`config.mk`:
```
export PLATFORM = sky130hd
export DESIGN_NAME = lbb_target
export DESIGN_NICKNAME = d
export VERILOG_FILES = /design/src/rtl/lbb_pkg.sv /design/src/rtl/lbb_latch_bank.sv /design/src/rtl/lbb_slot_decode.sv /design/src/rtl/lbb_pace_timer.sv /design/src/rtl/lbb_seq.sv /design/src/rtl/lbb_target.sv
export SDC_FILE = /design/constraint.sdc
export NUM_CORES = 1
export LEC_CHECK = 0
export ABC_AREA = 1
export BUFFER_PORTS_ARGS = -buffer_cell sky130_fd_sc_hd__buf_2
export CAP_MARGIN = 0
export CORE_UTILIZATION = 52
export CTS_CLUSTER_SIZE = 40
export DETAILED_ROUTE_END_ITERATION = 8
export MAX_ROUTING_LAYER = met4
export PLACE_DENSITY = 0.8
export SLEW_MARGIN = 20
export SYNTH_ARGS = -nofsm -noshare
export SYNTH_HDL_FRONTEND = slang
export SYNTH_SLANG_ARGS = --single-unit
```
`constraint.sdc`:
```
create_clock -name clk -period 2.23 [get_ports clk]
set_input_delay 0.223 -clock clk [delete_from_list [all_inputs] [get_ports clk]]
set_output_delay 0.223 -clock clk [all_outputs]
set_load 0.01 [all_outputs]
```
`src/rtl/lbb_pkg.sv`:
```
package lbb_pkg;

  typedef enum logic [1:0] {
    ST_IDLE = 2'd0,
    ST_WR   = 2'd1,
    ST_RD   = 2'd2,
    ST_HOLD = 2'd3
  } lbb_state_e;

  function automatic int pace_cycles(input int clk_hz, input int acc_hz);
    int c;
    c = clk_hz / acc_hz;
    if (c < 1) c = 1;
    return c;
  endfunction

endpackage

```
`src/rtl/lbb_latch_bank.sv`:
```
module lbb_latch_bank #(
  parameter int DATA_W = 8,
  parameter int SEL_W  = 3,
  parameter int ADDR_W = 32
) (
  input  logic              clk,
  input  logic              rst,
  input  logic              ld,
  input  logic              lock,
  input  logic [SEL_W-1:0]  sel,
  input  logic [DATA_W-1:0] din,
  input  logic              cap,
  input  logic [DATA_W-1:0] cap_data,
  output logic [ADDR_W-1:0] addr_o,
  output logic [DATA_W-1:0] data_o,
  output logic [DATA_W-1:0] rd_mux
);

  localparam int NB    = ADDR_W / DATA_W;
  localparam int NSLOT = 1 << SEL_W;
  localparam int DSLOT = NSLOT - 1;

  logic [DATA_W-1:0] abyte [NB];
  logic [DATA_W-1:0] data_q;
  logic              ld_ok;

  assign ld_ok = ld && !lock;

  for (genvar g = 0; g < NB; g++) begin : g_abyte
    always_ff @(posedge clk) begin
      if (rst) begin
        abyte[g] <= '0;
      end else if (ld_ok && sel == SEL_W'(g)) begin
        abyte[g] <= din;
      end
    end
    assign addr_o[g*DATA_W +: DATA_W] = abyte[g];
  end

  always_ff @(posedge clk) begin
    if (rst) begin
      data_q <= '0;
    end else if (cap) begin
      data_q <= cap_data;
    end else if (ld_ok && sel == SEL_W'(DSLOT)) begin
      data_q <= din;
    end
  end

  assign data_o = data_q;

  always_comb begin
    rd_mux = '0;
    for (int i = 0; i < NB; i++) begin
      if (sel == SEL_W'(i)) rd_mux = abyte[i];
    end
    if (sel == SEL_W'(DSLOT)) rd_mux = data_q;
  end


  locked_load_chk: assert property (@(posedge clk) disable iff (rst)
    (ld && lock) |=> $stable(addr_o));


  reserved_slot_chk: assert property (@(posedge clk) disable iff (rst)
    (ld && !cap && int'(sel) >= NB && int'(sel) != DSLOT)
      |=> ($stable(addr_o) && $stable(data_o)));

endmodule

```
`src/rtl/lbb_slot_decode.sv`:
```
module lbb_slot_decode #(
  parameter int SLOT_W  = 3,
  parameter int SLOT_ID = 0
) (
  input  logic [SLOT_W-1:0] field,
  output logic              hit
);

  localparam logic [SLOT_W-1:0] MY_SLOT = SLOT_W'(SLOT_ID);

  assign hit = (field == MY_SLOT);

endmodule

```
`src/rtl/lbb_pace_timer.sv`:
```
module lbb_pace_timer #(
  parameter int CYC = 50
) (
  input  logic clk,
  input  logic rst,
  input  logic start,
  output logic last
);

  localparam int CW = (CYC < 2) ? 1 : $clog2(CYC);
  localparam logic [CW-1:0] TERM = CW'(CYC - 1);

  logic [CW-1:0] cnt;
  logic          active;

  always_ff @(posedge clk) begin
    if (rst) begin
      cnt    <= '0;
      active <= 1'b0;
    end else if (!active) begin
      if (start) begin
        cnt    <= '0;
        active <= 1'b1;
      end
    end else if (cnt == TERM) begin
      active <= 1'b0;
      cnt    <= '0;
    end else begin
      cnt <= cnt + 1'b1;
    end
  end

  assign last = active && (cnt == TERM);


  count_range_chk: assert property (@(posedge clk) disable iff (rst)
    active |-> (cnt <= TERM));


  start_arms_chk: assert property (@(posedge clk) disable iff (rst)
    (start && !active) |=> active);

endmodule

```
`src/rtl/lbb_seq.sv`:
```
module lbb_seq
  import lbb_pkg::*;
(
  input  logic clk,
  input  logic rst,
  input  logic bus_wr,
  input  logic bus_rd,
  input  logic hit,
  input  logic tmr_last,
  output logic tmr_start,
  output logic cap,
  output logic busy,
  output logic loc_wr,
  output logic loc_rd,
  output logic done,
  output logic doe
);

  lbb_state_e state;
  logic       wr_q, rd_q;
  logic       wr_rise, rd_rise;

  assign wr_rise   = bus_wr && !wr_q;
  assign rd_rise   = bus_rd && !rd_q;
  assign busy      = (state != ST_IDLE);
  assign tmr_start = (state == ST_IDLE) && hit && (wr_rise || rd_rise);
  assign cap       = (state == ST_RD) && tmr_last;

  always_ff @(posedge clk) begin
    if (rst) begin
      state  <= ST_IDLE;
      wr_q   <= 1'b0;
      rd_q   <= 1'b0;
      loc_wr <= 1'b0;
      loc_rd <= 1'b0;
      done   <= 1'b0;
      doe    <= 1'b0;
    end else begin
      wr_q <= bus_wr;
      rd_q <= bus_rd;
      done <= 1'b0;
      unique case (state)
        ST_IDLE: begin
          if (hit && wr_rise) begin
            state  <= ST_WR;
            loc_wr <= 1'b1;
          end else if (hit && rd_rise) begin
            state  <= ST_RD;
            loc_rd <= 1'b1;
          end
        end
        ST_WR: begin
          if (tmr_last) begin
            loc_wr <= 1'b0;
            done   <= 1'b1;
            state  <= ST_IDLE;
          end
        end
        ST_RD: begin
          if (tmr_last) begin
            loc_rd <= 1'b0;
            done   <= 1'b1;
            doe    <= 1'b1;
            state  <= ST_HOLD;
          end
        end
        ST_HOLD: begin
          if (!bus_rd) begin
            doe   <= 1'b0;
            state <= ST_IDLE;
          end
        end
        default: state <= ST_IDLE;
      endcase
    end
  end


  done_pulse_chk: assert property (@(posedge clk) disable iff (rst)
    done |=> !done);


  strobe_excl_chk: assert property (@(posedge clk) disable iff (rst)
    !(loc_wr && loc_rd));


  done_follows_access_chk: assert property (@(posedge clk) disable iff (rst)
    $rose(done) |-> $past(loc_wr || loc_rd));


  doe_release_chk: assert property (@(posedge clk) disable iff (rst)
    (doe && !bus_rd && !done) |=> !doe);


  miss_quiet_chk: assert property (@(posedge clk) disable iff (rst)
    (!busy && !hit) |=> !(loc_wr || loc_rd));

endmodule

```
`src/rtl/lbb_target.sv`:
```
module lbb_target
  import lbb_pkg::*;
#(
  parameter int DATA_W    = 8,
  parameter int SEL_W     = 3,
  parameter int ADDR_W    = 32,
  parameter int SLOT_LSB  = 12,
  parameter int SLOT_W    = 3,
  parameter int SLOT_ID   = 0,
  parameter int CLK_HZ    = 50_000_000,
  parameter int ACCESS_HZ = 1_000_000
) (
  input  logic              clk,
  input  logic              rst,
  input  logic [SEL_W-1:0]  bus_sel,
  input  logic [DATA_W-1:0] bus_din,
  input  logic              bus_ld,
  input  logic              bus_wr,
  input  logic              bus_rd,
  output logic [DATA_W-1:0] bus_dout,
  output logic              bus_doe,
  output logic              bus_done,
  output logic [ADDR_W-1:0] loc_addr,
  output logic [DATA_W-1:0] loc_wdata,
  input  logic [DATA_W-1:0] loc_rdata,
  output logic              loc_wr,
  output logic              loc_rd,
  output logic              loc_hit
);

  localparam int WAIT_CYC = pace_cycles(CLK_HZ, ACCESS_HZ);

  logic              busy, cap, tmr_start, tmr_last, hit;
  logic [DATA_W-1:0] rd_mux;

  lbb_latch_bank #(
    .DATA_W (DATA_W),
    .SEL_W  (SEL_W),
    .ADDR_W (ADDR_W)
  ) u_bank (
    .clk      (clk),
    .rst      (rst),
    .ld       (bus_ld),
    .lock     (busy),
    .sel      (bus_sel),
    .din      (bus_din),
    .cap      (cap),
    .cap_data (loc_rdata),
    .addr_o   (loc_addr),
    .data_o   (loc_wdata),
    .rd_mux   (rd_mux)
  );

  lbb_slot_decode #(
    .SLOT_W  (SLOT_W),
    .SLOT_ID (SLOT_ID)
  ) u_dec (
    .field (loc_addr[SLOT_LSB +: SLOT_W]),
    .hit   (hit)
  );

  lbb_pace_timer #(
    .CYC (WAIT_CYC)
  ) u_tmr (
    .clk   (clk),
    .rst   (rst),
    .start (tmr_start),
    .last  (tmr_last)
  );

  lbb_seq u_seq (
    .clk       (clk),
    .rst       (rst),
    .bus_wr    (bus_wr),
    .bus_rd    (bus_rd),
    .hit       (hit),
    .tmr_last  (tmr_last),
    .tmr_start (tmr_start),
    .cap       (cap),
    .busy      (busy),
    .loc_wr    (loc_wr),
    .loc_rd    (loc_rd),
    .done      (bus_done),
    .doe       (bus_doe)
  );

  assign bus_dout = bus_doe ? rd_mux : '0;
  assign loc_hit  = hit;


  dout_idle_chk: assert property (@(posedge clk) disable iff (rst)
    !bus_doe |-> (bus_dout == '0));

endmodule

```
* Word-level counts from Yosys, hierarchy flattened *
Memories as Yosys holds them, arrays and structs flattened.
Cells that the tools add are included.

storage, ports and cells
  flip-flop bits (word level) = 23
  RAM bits = 32
  bits of input ports = 24
  logic and storage cells = 113
  memories = 1

memories
  memory        depth  width  rd ports  clocked after memory_dff  wr ports  RTL line              text
  u_bank.abyte  4      8      4         0                         4         lbb_latch_bank.sv:23  logic [DATA_W-1:0] abyte [NB];

cells by class
  add/subtract/negate cells = 1
  equality and inequality tests = 15
  mux-type cells = 48
  bitwise operators = 5
  reduce and logical (&&, ||, !) cells = 33

operators by type and width
  kind                                                                   count
  8-bit two-way mux                                                      12
  1-bit two-way mux                                                      24
  6-bit two-way mux                                                      3
  1-bit logical AND                                                      14
  2-bit nonzero test                                                     6
  2-bit two-way mux                                                      5
  2-bit != test, second input constant                                   4
  2-bit one-hot mux with 4 select lines                                  1
  4-bit AND reduction                                                    2
  6-bit by 1-bit adder with 6-bit output, second input constant          1
  3-bit by 2-bit equality test with 1-bit output, second input constant  2
  6-bit equality test, second input constant                             1
  3-bit zero test                                                        2
  1-bit one-hot mux with 2 select lines                                  3
  3-bit AND reduction                                                    2
  2-bit equality test, second input constant                             2
  2-bit by 1-bit != test with 1-bit output, second input constant        2
  1-bit OR                                                               4
  2-bit OR reduction                                                     2
  3-bit by 1-bit equality test with 1-bit output, second input constant  1
  3-bit equality test, second input constant                             1
  1-bit zero test                                                        3
  3-bit != test, second input constant                                   1
  2-bit by 1-bit equality test with 1-bit output, second input constant  1
  3 further kinds                                                        3

* Longest topological paths before layout *
  depth in word-level cells = 8
  depth in mapped cells = 11
  depth with buffers taken out = 11

* Cells and area by module *
A second synthesis with hierarchy kept.

second synthesis, totals
  cells, all modules = 396
  area total of the unflattened synthesis = 2,972.9 µm²

modules (own cells, without submodules)
  module           instances  cells each  area each (µm²)
  lbb_latch_bank   1          245         2,021.9
  lbb_seq          1          72          469.2
  lbb_pace_timer   1          58          399.1
  lbb_target       1          17          65.1
  lbb_slot_decode  1          4           17.5

* Least setup slack after synthesis *
Ideal clock, no wire load.

  kind = reg2reg
  start = register u_seq.state[0]
  end = memory u_bank.abyte[2][0], enable pin
  arrival = 1.378 ns
  slack = 0.468 ns
  stages on the path, launching flop included = 6
  buffers on the path = 1
  period minus slack after synthesis = 1.762 ns
  path through = dfxtp_1 -> inv_1 -> ha_1 -> buf_4 -> nand2_1 -> o21ai_0

RTL lines
  what                    RTL line              text
  start, declared         lbb_seq.sv:19         lbb_state_e state;
  start signal, assigned  lbb_seq.sv:31         state <= ST_IDLE;
  start signal, assigned  lbb_seq.sv:45         state <= ST_WR;
  start signal, assigned  lbb_seq.sv:48         state <= ST_RD;
  end, declared           lbb_latch_bank.sv:23

==> flow_summary.ini <==
[status]
outcome = finished clean

[route]
first_iter_violations = 246
vias = 2578
dr.pass1.iters = 5
wl_per_cell_um = 15.7
vias_per_cell = 5.59
wl_mm = 7.24
drcViolationCount = 0
ant_nets = 0

[cts]
post_cts_resized = 0
cts_max_level = 2
cts.clk_slew.worst_paths_ps = 100
cts_tree = yes
clock_latency_ps = 310
cts_hold_buf = 0
cts_buffers = 5
post_cts_buffers = 0
cts-root-buf = clkbuf_8
clock_path_buffers = 2
cts_num_sinks = 55

[floorplanning]
die_x_um = 74.1
die_y_um = 74.1
die_area_sq_um = 5490
row_count = 25
start_util_pct = 55.8
pin_count = 77
core_sq_um = 4850

[critical_path]
path_class = reg -> reg
cp.required_ps = 2390
startpoint_type = register
endpoint_kind = register
critical_path_arrival_ps = 1960
worstPathMaxFanout = 8

[sta]
setup_ws_ps = 432
setup_viol = 0
fmax_ghz = 0.556
setup-tns-final_ps = 0
fin_crit_ps = 1800
tightest_slew_ps = 683
maxSlewHeadroom_pct = 54.2
drv_slew = 0
skew_ps = 5.82
hold_viol_final = 0
holdWs_ps = 128
finalCritPeriodShare_pct = 80.6
rsz0062_at_grt = no

[run]
maxCapViolCount = 0

[layout]
fin_nets = 423
diodes = 0
final_layout_size_suffix_gt1_share_pct = 26.9
post-route-util_pct = 67.4
n_fill_cell = 394
area_growth_pct = 20.8

[yosys]
syn_nets = 342
ys_seq_area_share_pct = 52.5
ys_async_sr_fraction_pct = 0
synth_cells = 312
yosys_register_bits = 55
synth_area_per_cell_sq_um = 8.67
synth_ff_type = edfxtp_1
netlist_area_sq_um = 2710
synth-warning-count = 0
synth_edf_count = 32
ys_types = 35

[place]
place_ws_ps = 509
gp_congestion = 0.991
numPortBuffers = 76
dp_hpwl_mm = 5.47

[grt]
grt_pass1_vias = 2292
grt_pass1_wl_mm = 11.2
grt-ovfl-total = 0
grt.total_usage_pct = 28.7
antenna_found_initial = 0
grt_max_degree = 17

[power]
p_leak_nw = 1.46
ir_drop_mv = 0.452
p_per_area_nw_per_um2 = 723

[worst_hold_path]
hp-class = in -> reg
power breakdown:
group	switching, mW	internal (mW)	total, mW
logic	0.334	0.166	0.500
registers	0.0587	1.15	1.21
clock network	0.323	0.329	0.653
total	0.716	1.65	2.36
flip-flops by register name (all words and copies together) (netlist names):
signal,flops
u_bank.abyte,32
u_bank.data_o,8
u_seq.doe,1
u_seq.done,1
u_seq.loc_rd,1
u_seq.loc_wr,1
u_seq.rd_q,1
u_seq.state,2
u_seq.wr_q,1
u_tmr.active,1
u_tmr.cnt,6
per-stage QoR:
stage	power, mW	cell area (sq um)	cells
global placement	1.70	3160	453
floorplan	1.56	2710	312
global route	2.47	3270	461
finish	2.36	3270	461
detailed placement	1.72	3160	453
CTS	2.35	3270	461
per-layer routing:
layer | GRT usage (%) | wire (um) | share of wire [%]
met5 | - | 0 | 0
met1 | 36.5 | 3060 | 42
met3 | 5.42 | 512 | 7.1
met2 | 45.3 | 3500 | 48
met4 | 11.8 | 170 | 2.3
placed cells by master, fill, tap and decap left out:
cell       count
buf_2         76
nand2_1       61
nor2_1        56
edfxtp_1      32
a21oi_1       29
inv_1         24
dfxtp_1       23
o21ai_0       16
nand3_1       12
nor3_1         8
a41oi_1        8
ha_1           6
o21ai_2        5
clkbuf_8       5
buf_4          4
nand2_2        3
clkinv_1       3
o21ai_1        3
nor3_2         2
inv_2          2
nor2_2         1
nor2_8         1
nor2_4         1
nand3_4        1
o22ai_1        1
nand3b_1       1
inv_4          1
nand2_4        1
nand3_2        1
xor2_1         1
or2_0          1
a31oi_1        1
o21a_1         1
o21bai_1       1
bufinv_16      1
clkinv_2       1
critical path: stages, from the launching register on:
cell	delay, ps
dfxtp_1	350
inv_1	100
ha_1	310
nand2_1	150
inv_2	160
nand3_1	360
nor2_1	220
final timing paths:
kind	startpoint	endpoint	slack (ps)	cells past startpoint
min	bus_wr	u_seq.wr_q	130	3
max	u_seq.state[1]	u_bank.abyte[2][3]	430	6
min reg2reg	u_seq.loc_wr	u_seq.loc_wr	480	1
max reg2reg	u_seq.state[1]	u_bank.abyte[2][3]	430	6
cell type report:
type                            instances  area [sq um]  share of cell area [%]
Multi-Input combinational cell        222          1130                    34.7
Inverter                               29           111                    3.41
Tap cell                               67          83.8                    2.57
Clock inverter                          3          38.8                    1.19
Timing Repair Buffer                   80           410                    12.6
Clock buffer                            5          68.8                    2.11
Sequential cell                        55          1420                    43.5
cells in the mapped netlist, types with 2 or more instances:
| cell type | n | area [sq um] |
|---|---|---|
| nand2_1 | 61 | 229 |
| nor2_1 | 56 | 210 |
| edfxtp_1 | 32 | 961 |
| a21oi_1 | 29 | 145 |
| inv_1 | 24 | 90.1 |
| dfxtp_1 | 23 | 460 |
| o21ai_0 | 16 | 80.1 |
| nand3_1 | 12 | 60.1 |
| a41oi_1 | 8 | 70.1 |
| nor3_1 | 8 | 40.0 |
| ha_1 | 6 | 75.1 |
| o21ai_2 | 5 | 43.8 |
| nand2_2 | 3 | 18.8 |
| o21ai_1 | 3 | 15.0 |
| buf_4 | 2 | 15.0 |
| clkbuf_1 | 2 | 7.51 |
| clkinv_1 | 2 | 7.51 |
| inv_2 | 2 | 7.51 |
| nor3_2 | 2 | 20.0 |
cell families after synthesis:
logic type               share of synthesized area, %
flip-flops                                       52.5
AND/OR/NAND/NOR                                  24.7
adder cells (fa/ha/maj)                          2.78
buffers and inverters                            5.55
XOR/XNOR                                        0.324
AO/OA/AOI/OAI                                    14.1
Power figures use the tool's default switching activity.
